<file path="config.mk">
export PLATFORM = sky130hd
export DESIGN_NAME = mem_port_sel
export DESIGN_NICKNAME = d
export VERILOG_FILES = /design/src/rtl/mps_pkg.sv /design/src/rtl/mps_txn_tracker.sv /design/src/rtl/mps_cfg_regs.sv /design/src/rtl/mps_route.sv /design/src/rtl/mem_port_sel.sv
export SDC_FILE = /design/constraint.sdc
export NUM_CORES = 1
export LEC_CHECK = 0
export BUFFER_PORTS_ARGS = -buffer_cell sky130_fd_sc_hd__buf_2
export CAP_MARGIN = 10
export CORE_AREA = 2 2 223 225
export DETAILED_ROUTE_END_ITERATION = 8
export DIE_AREA = 0 0 225 227
export REMOVE_ABC_BUFFERS = 1
export SYNTH_ARGS = -nofsm -noshare
export SYNTH_HDL_FRONTEND = slang
export SYNTH_HIERARCHICAL = 1
export SYNTH_SLANG_ARGS = --single-unit
</file>
<file path="constraint.sdc">
create_clock -name clk_i -period 2.1 [get_ports clk_i]
set_clock_uncertainty 0.05 [all_clocks]
set_input_delay 0.21 -clock clk_i [delete_from_list [all_inputs] [get_ports clk_i]]
set_output_delay 0.21 -clock clk_i [all_outputs]
set_load 0.02 [all_outputs]
</file>
<file path="src/rtl/mps_pkg.sv">
package mps_pkg;
  typedef enum logic {
    PORT_OCT = 1'b0,
    PORT_DDR = 1'b1
  } port_e;

  localparam int unsigned OFF_SEL  = 0;
  localparam int unsigned OFF_STAT = 4;

  localparam int unsigned ST_APPLIED = 0;
  localparam int unsigned ST_PEND    = 1;
  localparam int unsigned ST_IDLE    = 2;
endpackage

</file>
<file path="src/rtl/mps_txn_tracker.sv">
module mps_txn_tracker #(
  parameter int unsigned CNT_MAX = 15
) (
  input  logic clk_i,
  input  logic rst_ni,
  input  logic acc_i,
  input  logic done_i,
  input  logic req_pres_i,
  output logic idle_o
);
  localparam int unsigned CNT_W = $clog2(CNT_MAX + 1);

  logic [CNT_W-1:0] cnt_q;

  always_ff @(posedge clk_i or negedge rst_ni) begin
    if (!rst_ni) begin
      cnt_q <= '0;
    end else begin
      case ({acc_i, done_i})
        2'b10:   cnt_q <= cnt_q + 1'b1;
        2'b01:   cnt_q <= cnt_q - 1'b1;
        default: cnt_q <= cnt_q;
      endcase
    end
  end

  assign idle_o = (cnt_q == '0) && !req_pres_i;


  no_underflow_chk: assert property (@(posedge clk_i) disable iff (!rst_ni)
    (done_i && !acc_i) |-> (cnt_q != '0));


  no_overflow_chk: assert property (@(posedge clk_i) disable iff (!rst_ni)
    (acc_i && !done_i) |-> (cnt_q != CNT_W'(CNT_MAX)));
endmodule

</file>
<file path="src/rtl/mps_cfg_regs.sv">
module mps_cfg_regs
  import mps_pkg::*;
#(
  parameter int unsigned CFG_AW = 4
) (
  input  logic              clk_i,
  input  logic              rst_ni,
  input  logic              cfg_valid_i,
  input  logic              cfg_write_i,
  input  logic [CFG_AW-1:0] cfg_addr_i,
  input  logic [31:0]       cfg_wdata_i,
  output logic [31:0]       cfg_rdata_o,
  input  logic              idle_i,
  output port_e             applied_o,
  output logic              pend_o
);
  port_e req_q, applied_q;
  logic  pend_q;
  logic  wr_sel;
  logic  hit_sel, hit_stat;
  logic  unused_wdata;

  assign hit_sel      = (cfg_addr_i == CFG_AW'(OFF_SEL));
  assign hit_stat     = (cfg_addr_i == CFG_AW'(OFF_STAT));
  assign wr_sel       = cfg_valid_i && cfg_write_i && hit_sel;
  assign unused_wdata = ^cfg_wdata_i[31:1];

  // a write takes priority; apply happens no earlier than the next edge
  always_ff @(posedge clk_i or negedge rst_ni) begin
    if (!rst_ni) begin
      req_q     <= PORT_OCT;
      applied_q <= PORT_OCT;
      pend_q    <= 1'b0;
    end else if (wr_sel) begin
      req_q  <= port_e'(cfg_wdata_i[0]);
      pend_q <= (port_e'(cfg_wdata_i[0]) != applied_q);
    end else if (pend_q && idle_i) begin
      applied_q <= req_q;
      pend_q    <= 1'b0;
    end
  end

  always_comb begin
    cfg_rdata_o = '0;
    if (hit_sel) begin
      cfg_rdata_o[0] = req_q;
    end else if (hit_stat) begin
      cfg_rdata_o[ST_APPLIED] = applied_q;
      cfg_rdata_o[ST_PEND]    = pend_q;
      cfg_rdata_o[ST_IDLE]    = idle_i;
    end
  end

  assign applied_o = applied_q;
  assign pend_o    = pend_q;


  switch_when_idle_chk: assert property (@(posedge clk_i) disable iff (!rst_ni)
    !$stable(applied_q) |-> $past(idle_i));


  pend_clear_chk: assert property (@(posedge clk_i) disable iff (!rst_ni)
    !$stable(applied_q) |-> !pend_q);


  no_pend_on_match_chk: assert property (@(posedge clk_i) disable iff (!rst_ni)
    (wr_sel && (cfg_wdata_i[0] == applied_q)) |=> !pend_q);
endmodule

</file>
<file path="src/rtl/mps_route.sv">
module mps_route #(
  parameter int unsigned NPORTS = 2,
  parameter int unsigned ADDR_W = 32,
  parameter int unsigned DATA_W = 64,
  localparam int unsigned SEL_W = (NPORTS > 1) ? $clog2(NPORTS) : 1
) (
  input  logic                           req_valid_i,
  output logic                           req_ready_o,
  input  logic [SEL_W-1:0]               sel_i,
  output logic [NPORTS-1:0]              port_valid_o,
  input  logic [NPORTS-1:0]              port_ready_i,
  input  logic [NPORTS-1:0]              port_rsp_valid_i,
  input  logic [NPORTS-1:0][DATA_W-1:0]  port_rsp_rdata_i,
  output logic                           rsp_valid_o,
  output logic [DATA_W-1:0]              rsp_rdata_o,
  output logic                           acc_o,
  output logic                           done_o
);
  for (genvar g = 0; g < NPORTS; g++) begin : g_port
    assign port_valid_o[g] = req_valid_i && (sel_i == SEL_W'(g));
  end

  assign req_ready_o = port_ready_i[sel_i];
  assign rsp_valid_o = port_rsp_valid_i[sel_i];
  assign rsp_rdata_o = port_rsp_rdata_i[sel_i];
  assign acc_o       = req_valid_i && req_ready_o;
  assign done_o      = rsp_valid_o;
endmodule

</file>
<file path="src/rtl/mem_port_sel.sv">
module mem_port_sel
  import mps_pkg::*;
#(
  parameter int unsigned ADDR_W    = 32,
  parameter int unsigned DATA_W    = 64,
  parameter int unsigned CFG_AW    = 4,
  parameter int unsigned MAX_OUTST = 15
) (
  input  logic              clk_i,
  input  logic              rst_ni,
  input  logic              req_valid_i,
  output logic              req_ready_o,
  input  logic              req_we_i,
  input  logic [ADDR_W-1:0] req_addr_i,
  input  logic [DATA_W-1:0] req_wdata_i,
  output logic              rsp_valid_o,
  output logic [DATA_W-1:0] rsp_rdata_o,
  input  logic              cfg_valid_i,
  input  logic              cfg_write_i,
  input  logic [CFG_AW-1:0] cfg_addr_i,
  input  logic [31:0]       cfg_wdata_i,
  output logic [31:0]       cfg_rdata_o,
  output logic              sel_o,
  output logic              idle_o,
  output logic              oct_req_valid_o,
  input  logic              oct_req_ready_i,
  output logic              oct_req_we_o,
  output logic [ADDR_W-1:0] oct_req_addr_o,
  output logic [DATA_W-1:0] oct_req_wdata_o,
  input  logic              oct_rsp_valid_i,
  input  logic [DATA_W-1:0] oct_rsp_rdata_i,
  output logic              ddr_req_valid_o,
  input  logic              ddr_req_ready_i,
  output logic              ddr_req_we_o,
  output logic [ADDR_W-1:0] ddr_req_addr_o,
  output logic [DATA_W-1:0] ddr_req_wdata_o,
  input  logic              ddr_rsp_valid_i,
  input  logic [DATA_W-1:0] ddr_rsp_rdata_i
);
  localparam int unsigned NPORTS = 2;

  port_e                           applied;
  logic                            pend;
  logic                            idle;
  logic                            acc, done;
  logic [NPORTS-1:0]               port_valid;
  logic [NPORTS-1:0][DATA_W-1:0]   port_rdata;

  assign port_rdata = {ddr_rsp_rdata_i, oct_rsp_rdata_i};

  mps_cfg_regs #(
    .CFG_AW (CFG_AW)
  ) u_cfg (
    .clk_i       (clk_i),
    .rst_ni      (rst_ni),
    .cfg_valid_i (cfg_valid_i),
    .cfg_write_i (cfg_write_i),
    .cfg_addr_i  (cfg_addr_i),
    .cfg_wdata_i (cfg_wdata_i),
    .cfg_rdata_o (cfg_rdata_o),
    .idle_i      (idle),
    .applied_o   (applied),
    .pend_o      (pend)
  );

  mps_txn_tracker #(
    .CNT_MAX (MAX_OUTST)
  ) u_trk (
    .clk_i      (clk_i),
    .rst_ni     (rst_ni),
    .acc_i      (acc),
    .done_i     (done),
    .req_pres_i (req_valid_i),
    .idle_o     (idle)
  );

  mps_route #(
    .NPORTS (NPORTS),
    .ADDR_W (ADDR_W),
    .DATA_W (DATA_W)
  ) u_route (
    .req_valid_i      (req_valid_i),
    .req_ready_o      (req_ready_o),
    .sel_i            (applied),
    .port_valid_o     (port_valid),
    .port_ready_i     ({ddr_req_ready_i, oct_req_ready_i}),
    .port_rsp_valid_i ({ddr_rsp_valid_i, oct_rsp_valid_i}),
    .port_rsp_rdata_i (port_rdata),
    .rsp_valid_o      (rsp_valid_o),
    .rsp_rdata_o      (rsp_rdata_o),
    .acc_o            (acc),
    .done_o           (done)
  );

  assign oct_req_valid_o = port_valid[0];
  assign ddr_req_valid_o = port_valid[1];
  assign oct_req_we_o    = req_we_i;
  assign oct_req_addr_o  = req_addr_i;
  assign oct_req_wdata_o = req_wdata_i;
  assign ddr_req_we_o    = req_we_i;
  assign ddr_req_addr_o  = req_addr_i;
  assign ddr_req_wdata_o = req_wdata_i;

  assign sel_o  = applied;
  assign idle_o = idle;


  one_port_chk: assert property (@(posedge clk_i) disable iff (!rst_ni)
    $onehot0({oct_req_valid_o, ddr_req_valid_o}));


  valid_follows_req_chk: assert property (@(posedge clk_i) disable iff (!rst_ni)
    (oct_req_valid_o || ddr_req_valid_o) |-> (req_valid_i && !idle_o));


  pend_no_stall_chk: assert property (@(posedge clk_i) disable iff (!rst_ni)
    (pend && req_valid_i) |-> (oct_req_valid_o || ddr_req_valid_o));
endmodule

</file>
Word-level counts from Yosys, hierarchy flattened
Cells that the tools add are included.
Word-level totals
  output and inout port bits: 296
  input port bits: 270
  word-level logic and storage cells: 38
  flip-flop bits (word level): 7
Cells by class
  muxes and demuxes: 12
  equal/unequal tests: 4
  reduce and logical (&&, ||, !) cells: 13
  bitwise gates (word level): 2
  $add $sub $neg: 2
  $lt $le $gt $ge: 1
Operator list (count)
  $mux 64: 2
  $logic_not 4->1: 2
  $pmux 4 s2: 1
  $logic_and 1x1->1: 7
  $mux 1: 7
  $add 4x1->4 const B: 1
  $eq 4x3->1 const B: 1
  $reduce_bool 2->1: 2
  $sub 4x1->4 const B: 1
  $mux 3: 1
  $eq 2x1->1 const B: 1
  $eq 2x2->1 const B: 1
  $lt 1x2->1 const B: 1
  $mux 2: 1
  $not 1->1: 2
  $reduce_and 2->1: 1
  $logic_not 1->1: 1
  $ne 1x1->1: 1

Depth between registers and ports, before layout
Gate-level depths: netlist (run 1).
  word-level depth: 5
  gate-level depth with buffers: 11
  gate-level depth less buffers: 10

Modules after synthesis
The synthesis (run 1) kept the hierarchy.
Modules (own cells, without submodules)
  mem_port_sel: sequential area each 0.0 µm², area each 1456.4 µm², instances 1, cells each 194
  mps_route: sequential area each 0.0 µm², area each 953.4 µm², instances 1, cells each 78
  mps_cfg_regs: sequential area each 75.1 µm², area each 416.6 µm², instances 1, cells each 47
  mps_txn_tracker: sequential area each 100.1 µm², area each 266.5 µm², instances 1, cells each 25

Worst setup path after synthesis (run 1)
Ideal clock, no wire load.
  kind: register to register
  start: reg u_cfg.applied_q (netlist: u_cfg/applied_o)
  end: reg u_trk.cnt_q[2]
  library setup time: 125 ps
  stages on the path, launching flop included: 12
  required time: 1925 ps
  arrival: 2214 ps
  path slack: -289 ps
  buffers on the path: 1
  clock period less this slack: 2389 ps
  cell sequence: dfrtp_1 buf_6 mux2_2 and2_1 inv_1 ha_1 xor2_1 ha_1 a21oi_1 xor2_1 nor2_1 xor2_1
On the way
  cells in the longest elaborated chain, start to end: 5
  elaborated cells between the ends (all ways): 9
  those cells by class: eq/ne (2); mux (5); reduce/logical (2)
Ends and longest elaborated chain
  start: declaration: line mps_cfg_regs.sv:17  | port_e req_q, applied_q;
  start signal: assignment: line mps_cfg_regs.sv:38  | applied_q <= req_q;
  $mux 1 (implied by the code) * (2 in a row): line mps_route.sv:23  | assign req_ready_o = port_ready_i[sel_i];
  named net req_ready_o: line mem_port_sel.sv:12  | output logic req_ready_o,
  $logic_and 1x1->1 *: line mps_route.sv:26  | assign acc_o = req_valid_i && req_ready_o;
  named net acc: line mem_port_sel.sv:45  | logic acc, done;
  $eq 2x1->1 / $eq 2x2->1 (equally long branches): line mps_txn_tracker.sv:19  | case ({acc_i, done_i})
  $pmux 4 s2 / $reduce_bool 2->1 (equally long branches)
  end signal: assignment: line mps_txn_tracker.sv:20  | 2'b10: cnt_q <= cnt_q + 1'b1;
  end signal: assignment: line mps_txn_tracker.sv:21  | 2'b01: cnt_q <= cnt_q - 1'b1;
  end signal: assignment: line mps_txn_tracker.sv:22  | default: cnt_q <= cnt_q;
  end: declaration: line mps_txn_tracker.sv:13  | logic [CNT_W-1:0] cnt_q;
Mark *: on every way through the listed nets, which the timed path passes. The rest lies on a longest branch. The select of a mux whose other input is x is not followed.
A chain may end at the register's enable or synchronous reset.

Worst setup path after layout (run 1)
  start: reg u_cfg.applied_q (netlist: u_cfg/applied_o)
  end: reg u_trk.cnt_q[3]
On the way
  cells in the longest elaborated chain, start to end: 5
  elaborated cells between the ends (all ways): 9
  those cells by class: eq/ne (2); mux (5); reduce/logical (2)
Ends and longest elaborated chain (line)
  $mux 1 (implied by the code) (2 in a row): mps_route.sv:23
  $logic_and 1x1->1: mps_route.sv:26
  $eq 2x1->1 / $eq 2x2->1 (equally long branches): mps_txn_tracker.sv:19
  $pmux 4 s2 / $reduce_bool 2->1 (equally long branches)
Parallel ways exist; a longest one is shown, timed or not. The select of a mux whose other input is x is not followed.

==> reports/metrics.cfg, run 1 <==
[final_layout]
fin_nets=642
instances_no_fill=991
n_fill_cell=5693
seq_area_um2=178.9
multi_input_area_um2=1318
layout-area-overhead-vs-synth_pct=13.75
drive_above_1_share=0.8342

[worst_setup_path]
r2r_cells=8
cp_max_fo=4
start_kind=register
cp-end-kind=register
arrival_ps=2220
r2r_end=u_trk/cnt_q[3]
crit_type=reg2reg
ff2ff_setup_slack_ps=-20
timing.rr.start=u_cfg/applied_o
cp_data_required_time_ps=2210

[power_and_ir_drop]
power.total_mw=2.337
p_per_area_nw_per_um2=664.3
vdd_drop_max_v=0.0005364
p_leak_nw=1.587

[min_path]
min_path_type=in2reg
min_from=cfg_wdata_i[0]
min_to=u_cfg/req_q
hold_depth=2

[floorplan]
coreArea_um2=48550
die_x_um=225
die_h_um=227
placementRows=81
io_pins=566
start_util=0.06371
dieArea_um2=51080

[yosys]
yosysWarnings=6
synth_area_leaders=buf_4, mux2_2, mux2_4
synth-edff-count=0
ys_seq_area_frac=0.05663
synth_flop_cell=dfrtp_1
synth_top_area_frac=0.5437
ys_types=31
yosysTopAreaCell=buf_4
syn_inst=344
syn_avg_cell_area_um2=8.991
async_flop_share=1.000
netlist_area_um2=3093
synth-seq-cells=7

[placement]
dp_cells=983
dp_hpwl_um=38430
portBuffers=214
routabilityCongestion=0.8601

[route]
first_pass_iters=4
drt_iter0_markers=123
ant_nets=0
avgViaCountPerCell=2.603
num_vias=2580
wl_per_cell_um=41.90
routed_wl_um=41520
drc_errors=0

[global_route]
track_usage=0.1526
antenna_found_initial=2
grt_pass1_vias=2186
grt_pass1_wl_um=45440
grt_overflow=0
grt_max_degree=44

[clock_tree]
cts_tree=done
htree_levels=1
cts.sinks=7
cts.path.max_buffers=2
cts-root-buf=clkbuf_16
clock_latency_ps=230
cts_buffers=3
path_clk_slew_ps=40

[sta]
worst_pin_slew_ps=504.2
final_hold_viol_count=0
max_freq_mhz=472.5
period_share=1.008
rsz0062_at_grt=true
slew_headroom=0.6639
fin_crit_ps=2117
setup_violations=1
fin_ws_ps=-16.54
drv_slew=0

[run_status]
status=complete, but fails checks
violations=setup timing

[flow_run]
cap_viol_max_count=0

==> placed cells by master (no fill, tap or decap), types with 2 or more instances in the layout <==
cell type	netlist	routed
dfrtp_1	7	6
and3_1	2	2
buf_2	3	214
ha_4	0	2
buf_6	3	2
mux2_4	28	30
mux2_1	2	2
clkbuf_16	0	3
mux2i_1	2	2
xnor2_1	2	2
and2b_1	2	2
nor2_1	3	3
a21oi_2	0	2
buf_4	224	7
conb_1	1	29
mux2_2	39	37
xor2_1	4	4
==> how the worst max path moves through the flow <==
stage                                 to             from  cells after the start  slack (ps)
after CTS                 u_trk/cnt_q[3]  u_cfg/applied_o                      9         -20
after global placement    u_trk/cnt_q[2]  u_cfg/applied_o                     10         -30
after floorplan           u_trk/cnt_q[2]  u_cfg/applied_o                     10       -2000
final                     u_trk/cnt_q[3]  u_cfg/applied_o                      8         -20
after global routing      u_trk/cnt_q[3]  u_cfg/applied_o                      8         -80
after detailed placement  u_trk/cnt_q[2]  u_cfg/applied_o                     10           3
==> kinds of logic (layout without fill, tap and decap cells) <==
kind of cell,after synthesis,after routing,synth area share
other,1,30,0.001212
muxes,71,71,0.2917
adders and majority gates,3,3,0.01214
xor gates and xnor gates,6,6,0.01699
AOI/OAI and AO/OA,5,5,0.01335
and+or+nand+nor,18,18,0.03762
buffers and inverters,233,229,0.5704
DFF,7,7,0.05663
==> report_power, final <==
group	internal, mW	switching [mW]
Combinational	0.719	1.03
Sequential	0.197	0.0614
Clock	0.253	0.0769
==> metal layers <==
metal | GRT usage | vias up | part of all wire
met2 | 0.2269 | 539 | 0.42
met5 | 0.07306 | - | 0.0099
met1 | 0.1192 | 1078 | 0.27
li1 | - | 912 | -
met3 | 0.1830 | 39 | 0.26
met4 | 0.05234 | 12 | 0.040
==> state kept, by name, indices dropped and copies added (netlist names) <==
name / flops
u_cfg/applied_o: 1
u_cfg/pend_o: 1
u_trk/cnt_q: 4
u_cfg/req_q: 1
==> cells in the mapped netlist (all sizes together) (2+ instances only) <==
master,n
buf,232
mux2,69
dfrtp,7
xor2,4
and2b,3
ha,3
nor2,3
a21oi,2
and2,2
and3,2
mux2i,2
nor3,2
or3,2
xnor2,2
==> final cells by class <==
type / instances / share of cell area
well taps: 622 / 0.2212
flip-flops and latches: 7 / 0.05085
multi-input cells: 132 / 0.3745
clock buffers: 4 / 0.02240
diodes: 1 / 0.0007112
inverters: 1 / 0.001778
repair buffers: 224 / 0.3286
==> critical path, cell delays in order (launching register included) <==
cell     delay (ps)
dfrtp_4         480
buf_4           150
mux2_4          320
buf_6           130
ha_4            160
and2b_1         250
a31oi_2         110
o32ai_2         240
xor2_1          160
==> stage by stage <==
stage	util	hold WS, ps	cell area (um2)	TNS [ps]	setup slack, ps
global placement	0.06887	8.418	3343	-26.69	-26.69
floorplan	-	-135.6	1438	-64550	-1999
finish	0.07248	189.5	3518	-16.54	-16.54
detailed placement	0.06887	8.899	3343	0	3.436
global route	0.07248	203.7	3518	-220.9	-77.70
CTS	0.07085	188.5	3440	-20.88	-15.11
==> what timing repair did <==
action	CTS	global route
hold buffers	1	0
setup buffers	0	2
endpoints found under the setup margin	21	3
cloned	0	0
resized for setup	2	14
pin swaps	0	6
hold endpoints to repair	7	0
Note: power is estimated with default switching activity, not from simulation.
==> inputs of run 2 (changes only) <==
--- a/config.mk
+++ b/config.mk
@@ -7,9 +7,12 @@
 export LEC_CHECK = 0
 export BUFFER_PORTS_ARGS = -buffer_cell sky130_fd_sc_hd__buf_2
 export CAP_MARGIN = 10
-export CORE_AREA = 2 2 223 225
+export CELL_PAD_IN_SITES_DETAIL_PLACEMENT = 0
+export CELL_PAD_IN_SITES_GLOBAL_PLACEMENT = 1
+export CORE_AREA = 2 2 222 224
 export DETAILED_ROUTE_END_ITERATION = 8
-export DIE_AREA = 0 0 225 227
+export DIE_AREA = 0 0 224 226
+export PLACE_DENSITY_LB_ADDON = 0.1
 export REMOVE_ABC_BUFFERS = 1
 export SYNTH_ARGS = -nofsm -noshare
 export SYNTH_HDL_FRONTEND = slang
==> constraint.sdc (replaced) <==
create_clock -name clk_i -period 2.1 [get_ports clk_i]
set_clock_uncertainty 0.05 [all_clocks]
set_input_delay 0.315 -clock clk_i [delete_from_list [all_inputs] [get_ports clk_i]]
set_output_delay 0.315 -clock clk_i [all_outputs]
set_load 0.02 [all_outputs]
==> reports/metrics.cfg, run 2 (synthesis gave the netlist of run 1 again) <==
[power_and_ir_drop]
p_leak_nw=1.719
p_seq_frac=0.098
combPwrFrac=0.778
p_per_area_nw_per_um2=675.1
netSwitchingPower_mw=1.180
sw_frac_of_total=0.4565
vdd_drop_max_v=0.0002782
p_int_mw=1.405
pwr-share-clk=0.124

[placement]
dp_hpwl_um=37250
routabilityCongestion=0.8448
portBuffers=214

[clock_tree]
cts.sinks=7
htree_levels=1
cts_buffers=3
clock_latency_ps=230
cts.path.max_buffers=2
cts_tree=done
cts-root-buf=clkbuf_16
path_clk_slew_ps=40

[final_layout]
largest_reg_flops=4
layout-area-overhead-vs-synth_pct=23.83
final_cell_mix=buf_2, mux2_2, mux2_4
multi_input_area_um2=1321
largest_register=u_trk/cnt_q
fin_nets=652
drive_above_1_share=0.8386
mostFrequentLayoutCell=buf_2
seq_area_um2=178.9
n_fill_cell=5648

[global_route]
grt_pass1_vias=2563
grt_pass1_wl_um=46510
use_met3=0.1591
met1_usage=0.1134
antenna_found_initial=0
globalRoute.busiestLayer=met2
grt_max_degree=30
grt_overflow=0
use_met2=0.2639
track_usage=0.1523

[worst_setup_path]
arrival_ps=2210
crit_type=reg2reg
worst_path_max_delay_cell=dfrtp_4
path_cells=mux2_4, and2_4, inv_4, buf_6, ha_4, and2b_1, buf_4, a21oi_2, o32ai_2, xor2_1
critical_path.max_stage_delay_ps=510
path_buf_inv=3
cp_max_fo=4
start_kind=register
ff2ff_setup_slack_ps=-60
critPathTopFamily=flip-flops
cp-end-kind=register
cp_data_required_time_ps=2150

[route]
ant_nets=0
num_vias=2705
wl_per_cell_um=41.09
first_pass_iters=4
drc_errors=0
avgViaCountPerCell=2.702
drt_iter0_markers=178
routed_wl_um=41130

[floorplan]
io_pins=566
die_h_um=226
coreArea_um2=48340
placementRows=81
start_util=0.06398
die_x_um=224
dieArea_um2=50620

[sta]
hold_slack_ps=306.9
rsz0062_at_grt=true
drv_slew=0
final.setup.tns_ps=-84.14
setup_violations=2
period_share=1.028
fin_crit_ps=2159
fin_ws_ps=-59.25
final_hold_viol_count=0
max_freq_mhz=463.1

[run_status]
status=complete, but fails checks
violations=setup timing

[flow_run]
cap_viol_max_count=0

[min_path]
min_path_type=in2reg

==> run 2: changes by cell type in the layout (fill, tap and decap cells not counted), moves of 2 or more <==
cell and delta:
clkbuf_16 +2, buf_16 +3, mux2_2 -2, buf_4 +14, mux2_4 +2, buf_6 +16, buf_2 -26
==> run 2: worst reg2reg max path, cell delays in order (launching register included) <==
cell,delay [ps]
dfrtp_4,510
mux2_4,330
and2_4,170
inv_4,60
buf_6,90
ha_4,130
and2b_1,180
buf_4,130
a21oi_2,130
o32ai_2,100
xor2_1,140
==> run 2: cell type report <==
class                      count  share of cell area
timing repair buffer         234              0.3822
multi-input combinational    132              0.3450
tap                          622              0.2032
sequential                     7             0.04672
clock buffer                   4             0.02058
inverter                       1            0.001633
antenna                        1           0.0006534
==> run 2: path summary, 6_finish.rpt <==
kind / startpoint / end / depth (start not counted)
hold reg to reg: u_trk/cnt_q[3] / u_trk/cnt_q[3] / 1
max in group asynchronous: rst_ni / u_cfg/applied_o / 2
setup / recovery: u_cfg/applied_o / u_trk/cnt_q[3] / 10
min in group asynchronous: rst_ni / u_cfg/req_q / 2
setup reg to reg: u_cfg/applied_o / u_trk/cnt_q[3] / 10
hold / removal: cfg_wdata_i[0] / u_cfg/req_q / 2
==> run 2: what timing repair did <==
action | 4_1_cts | 5_1_grt
cloned | 2 | 2
setup buffers | 3 | 2
gates resized for setup | 58 | 9
endpoints found under the hold margin | 7 | 0
hold buffers | 1 | 0
setup endpoints to repair | 63 | 57
pin swaps | 8 | 7
==> run 2: per-layer routing <==
| metal | vias to the layer above | share of wire | wire length [um] |
|---|---|---|---|
| met5 | - | 0.013 | 525 |
| met4 | 14 | 0.020 | 837 |
| met3 | 37 | 0.23 | 9287 |
| met2 | 511 | 0.48 | 19790 |
| met1 | 1205 | 0.26 | 10680 |
| li1 | 938 | - | - |
==> run 2: stage by stage <==
| stage | power [mW] | setup WS (ps) | area (um2) | instances | utilization |
|---|---|---|---|---|---|
| after floorplan | 1.234 | -1999 | 1438 | 140 | - |
| after global placement | 1.986 | -167.6 | 3386 | 987 | 0.07004 |
| after detailed placement | 1.981 | -126.0 | 3386 | 987 | 0.07004 |
| after CTS | 2.584 | -84.23 | 3754 | 997 | 0.07765 |
| after global routing | 2.743 | -132.2 | 3827 | 1000 | 0.07917 |
| final | 2.586 | -59.25 | 3830 | 1001 | 0.07922 |
==> run 2: power by group through the flow <==
stage	sequential, mW	combinational, mW	clock, mW
after global routing	0.261	2.15	0.337
after global placement	0.254	1.73	0
after detailed placement	0.254	1.73	0
after floorplan	0.339	0.895	0
final	0.253	2.01	0.320
after CTS	0.255	2.00	0.327
==> inputs of run 3 (changes only) <==
--- a/config.mk
+++ b/config.mk
@@ -10,6 +10,7 @@
 export CELL_PAD_IN_SITES_DETAIL_PLACEMENT = 0
 export CELL_PAD_IN_SITES_GLOBAL_PLACEMENT = 1
 export CORE_AREA = 2 2 222 224
+export CTS_BUF_LIST = sky130_fd_sc_hd__clkbuf_8
 export DETAILED_ROUTE_END_ITERATION = 8
 export DIE_AREA = 0 0 224 226
 export PLACE_DENSITY_LB_ADDON = 0.1
==> constraint.sdc (replaced) <==
create_clock -name clk_i -period 2.1 [get_ports clk_i]
set_clock_uncertainty 0.05 [all_clocks]
set_input_delay 0.315 -clock clk_i [delete_from_list [all_inputs] [get_ports clk_i]]
set_output_delay 0.315 -clock clk_i [all_outputs]
set_load 0.01 [all_outputs]
==> reports/metrics.cfg, run 3 (synthesis gave the netlist of run 1 again) <==
[run_status]
status=complete, but fails checks
violations=setup timing

[floorplan]
placementRows=81
start_util=0.06398
die_x_um=224
coreArea_um2=48340
io_pins=566
die_h_um=226
dieArea_um2=50620

[route]
routed_wl_um=40970
ant_nets=0
first_pass_iters=4
num_vias=2731
drt_iter0_markers=156
met3_length_um=9599
wl_met1_um=10140
highest_layer=met5
wl_per_cell_um=40.84
wl_met2_um=20280
drc_errors=0
avgViaCountPerCell=2.723

[sta]
drv_slew=0
final_hold_viol_count=0
rsz0062_at_grt=true
fin_crit_ps=2114
setup_violations=6
hold_slack_ps=298.3
max_freq_mhz=473.1
fin_ws_ps=-13.83
period_share=1.007

[final_layout]
final_cell_mix=buf_2, mux2_2, mux2_4
mostFrequentLayoutCell=buf_2
antennaDiodeCount=0
layout-area-overhead-vs-synth_pct=22.41
fin_nets=655
largest_register=u_trk/cnt_q
drive_above_1_share=0.8530
instances_no_fill=1003
largest_reg_flops=4

[placement]
portBuffers=214
dp_hpwl_um=37160
dp_cells=987
routabilityCongestion=0.8443

[worst_setup_path]
path_buf_inv=2
arrival_ps=2170
ff2ff_setup_slack_ps=-10
r2r_cells=9
worst_path_max_delay_cell=dfrtp_4
cp_max_fo=4
crit_cells=9
critPathTopFamily=flip-flops
critical_path.max_stage_delay_ps=500
cp-end-kind=register
cp_data_required_time_ps=2150
path_cells=mux2_4, and2_4, inv_4, buf_6, ha_4, and2b_2, a31oi_4, o32ai_4, xor2_1
crit_type=reg2reg
start_kind=register

[min_path]
hold_depth=2
min_path_type=in2reg

[global_route]
grt_pass1_vias=2506
track_usage=0.1504
grt_overflow=0
grt_max_degree=31
antenna_found_initial=0
grt_pass1_wl_um=46020

[clock_tree]
cts_tree=done
clock_latency_ps=230
path_clk_slew_ps=40
cts.sinks=7
cts_buffers=3
htree_levels=1
cts-root-buf=clkbuf_8
cts.path.max_buffers=2

[flow_run]
cap_viol_max_count=0

[power_and_ir_drop]
p_per_area_nw_per_um2=604.4
vdd_drop_max_v=0.0001944
p_leak_nw=1.697

## run 3: changes by cell type in the layout (fill, tap and decap cells not counted), moves of 3 or more
cell       before  now
buf_4          21   13
clkbuf_8        0    3
buf_6          18   10
buf_2         188  207
clkbuf_16       5    2
## run 3: worst paths after layout
| check | from | endpoint |
|---|---|---|
| hold / removal | cfg_wdata_i[0] | u_cfg/req_q |
| max in group asynchronous | rst_ni | u_cfg/applied_o |
| setup / recovery | u_cfg/applied_o | u_trk/cnt_q[3] |
| hold reg to reg | u_trk/cnt_q[3] | u_trk/cnt_q[3] |
| setup reg to reg | u_cfg/applied_o | u_trk/cnt_q[3] |
| min in group asynchronous | rst_ni | u_cfg/applied_o |
## run 3: what timing repair did
| item | in CTS | in global routing |
|---|---|---|
| buffers inserted | 1 | 6 |
| gates resized for setup | 9 | 40 |
| hold buffers | 1 | 0 |
| pin swaps | 2 | 6 |
| endpoints found under the hold margin | 7 | 0 |
| cloned | 1 | 3 |
| setup endpoints to repair | 63 | 24 |
## run 3: worst register-to-register path: stages (launching register included)
cell	delay (ps)
dfrtp_4	500
mux2_4	320
and2_4	170
inv_4	60
buf_6	90
ha_4	130
and2b_2	260
a31oi_4	160
o32ai_4	100
xor2_1	160
## run 3: report_power, final
part,total [mW],internal (mW),switching [mW]
clock,0.188,0.128,0.0592
sequential,0.261,0.197,0.0645
combinational,1.84,0.938,0.901
## run 3: layer usage
metal / track usage / vias up
li1: - / 939
met1: 0.1039 / 1216
met2: 0.2676 / 530
met3: 0.1664 / 32
met4: 0.01656 / 14
met5: 0.07527 / -
## run 3: metrics by stage
step / area (um2) / util / TNS (ps) / setup slack (ps) / total power, mW
2_1_floorplan: 1438 / - / -63830 / -1880 / 1.037
3_3_place_gp: 3386 / 0.07004 / -274.1 / -132.1 / 1.794
3_5_place_dp: 3386 / 0.07004 / -615.0 / -137.7 / 1.782
4_1_cts: 3512 / 0.07265 / -797.8 / -100.4 / 2.070
5_1_grt: 3786 / 0.07832 / -843.0 / -102.2 / 2.436
6_report: 3786 / 0.07832 / -45.35 / -13.83 / 2.289
## run 3: area by class of cell
class                      instances  area, um2
clock inverter                     1      5.005
multi-input combinational        132       1380
fill                            5634      44560
clock buffer                       3      41.29
timing repair buffer             237       1396
inverter                           1      6.256
sequential                         7      178.9
tap                              622      778.2
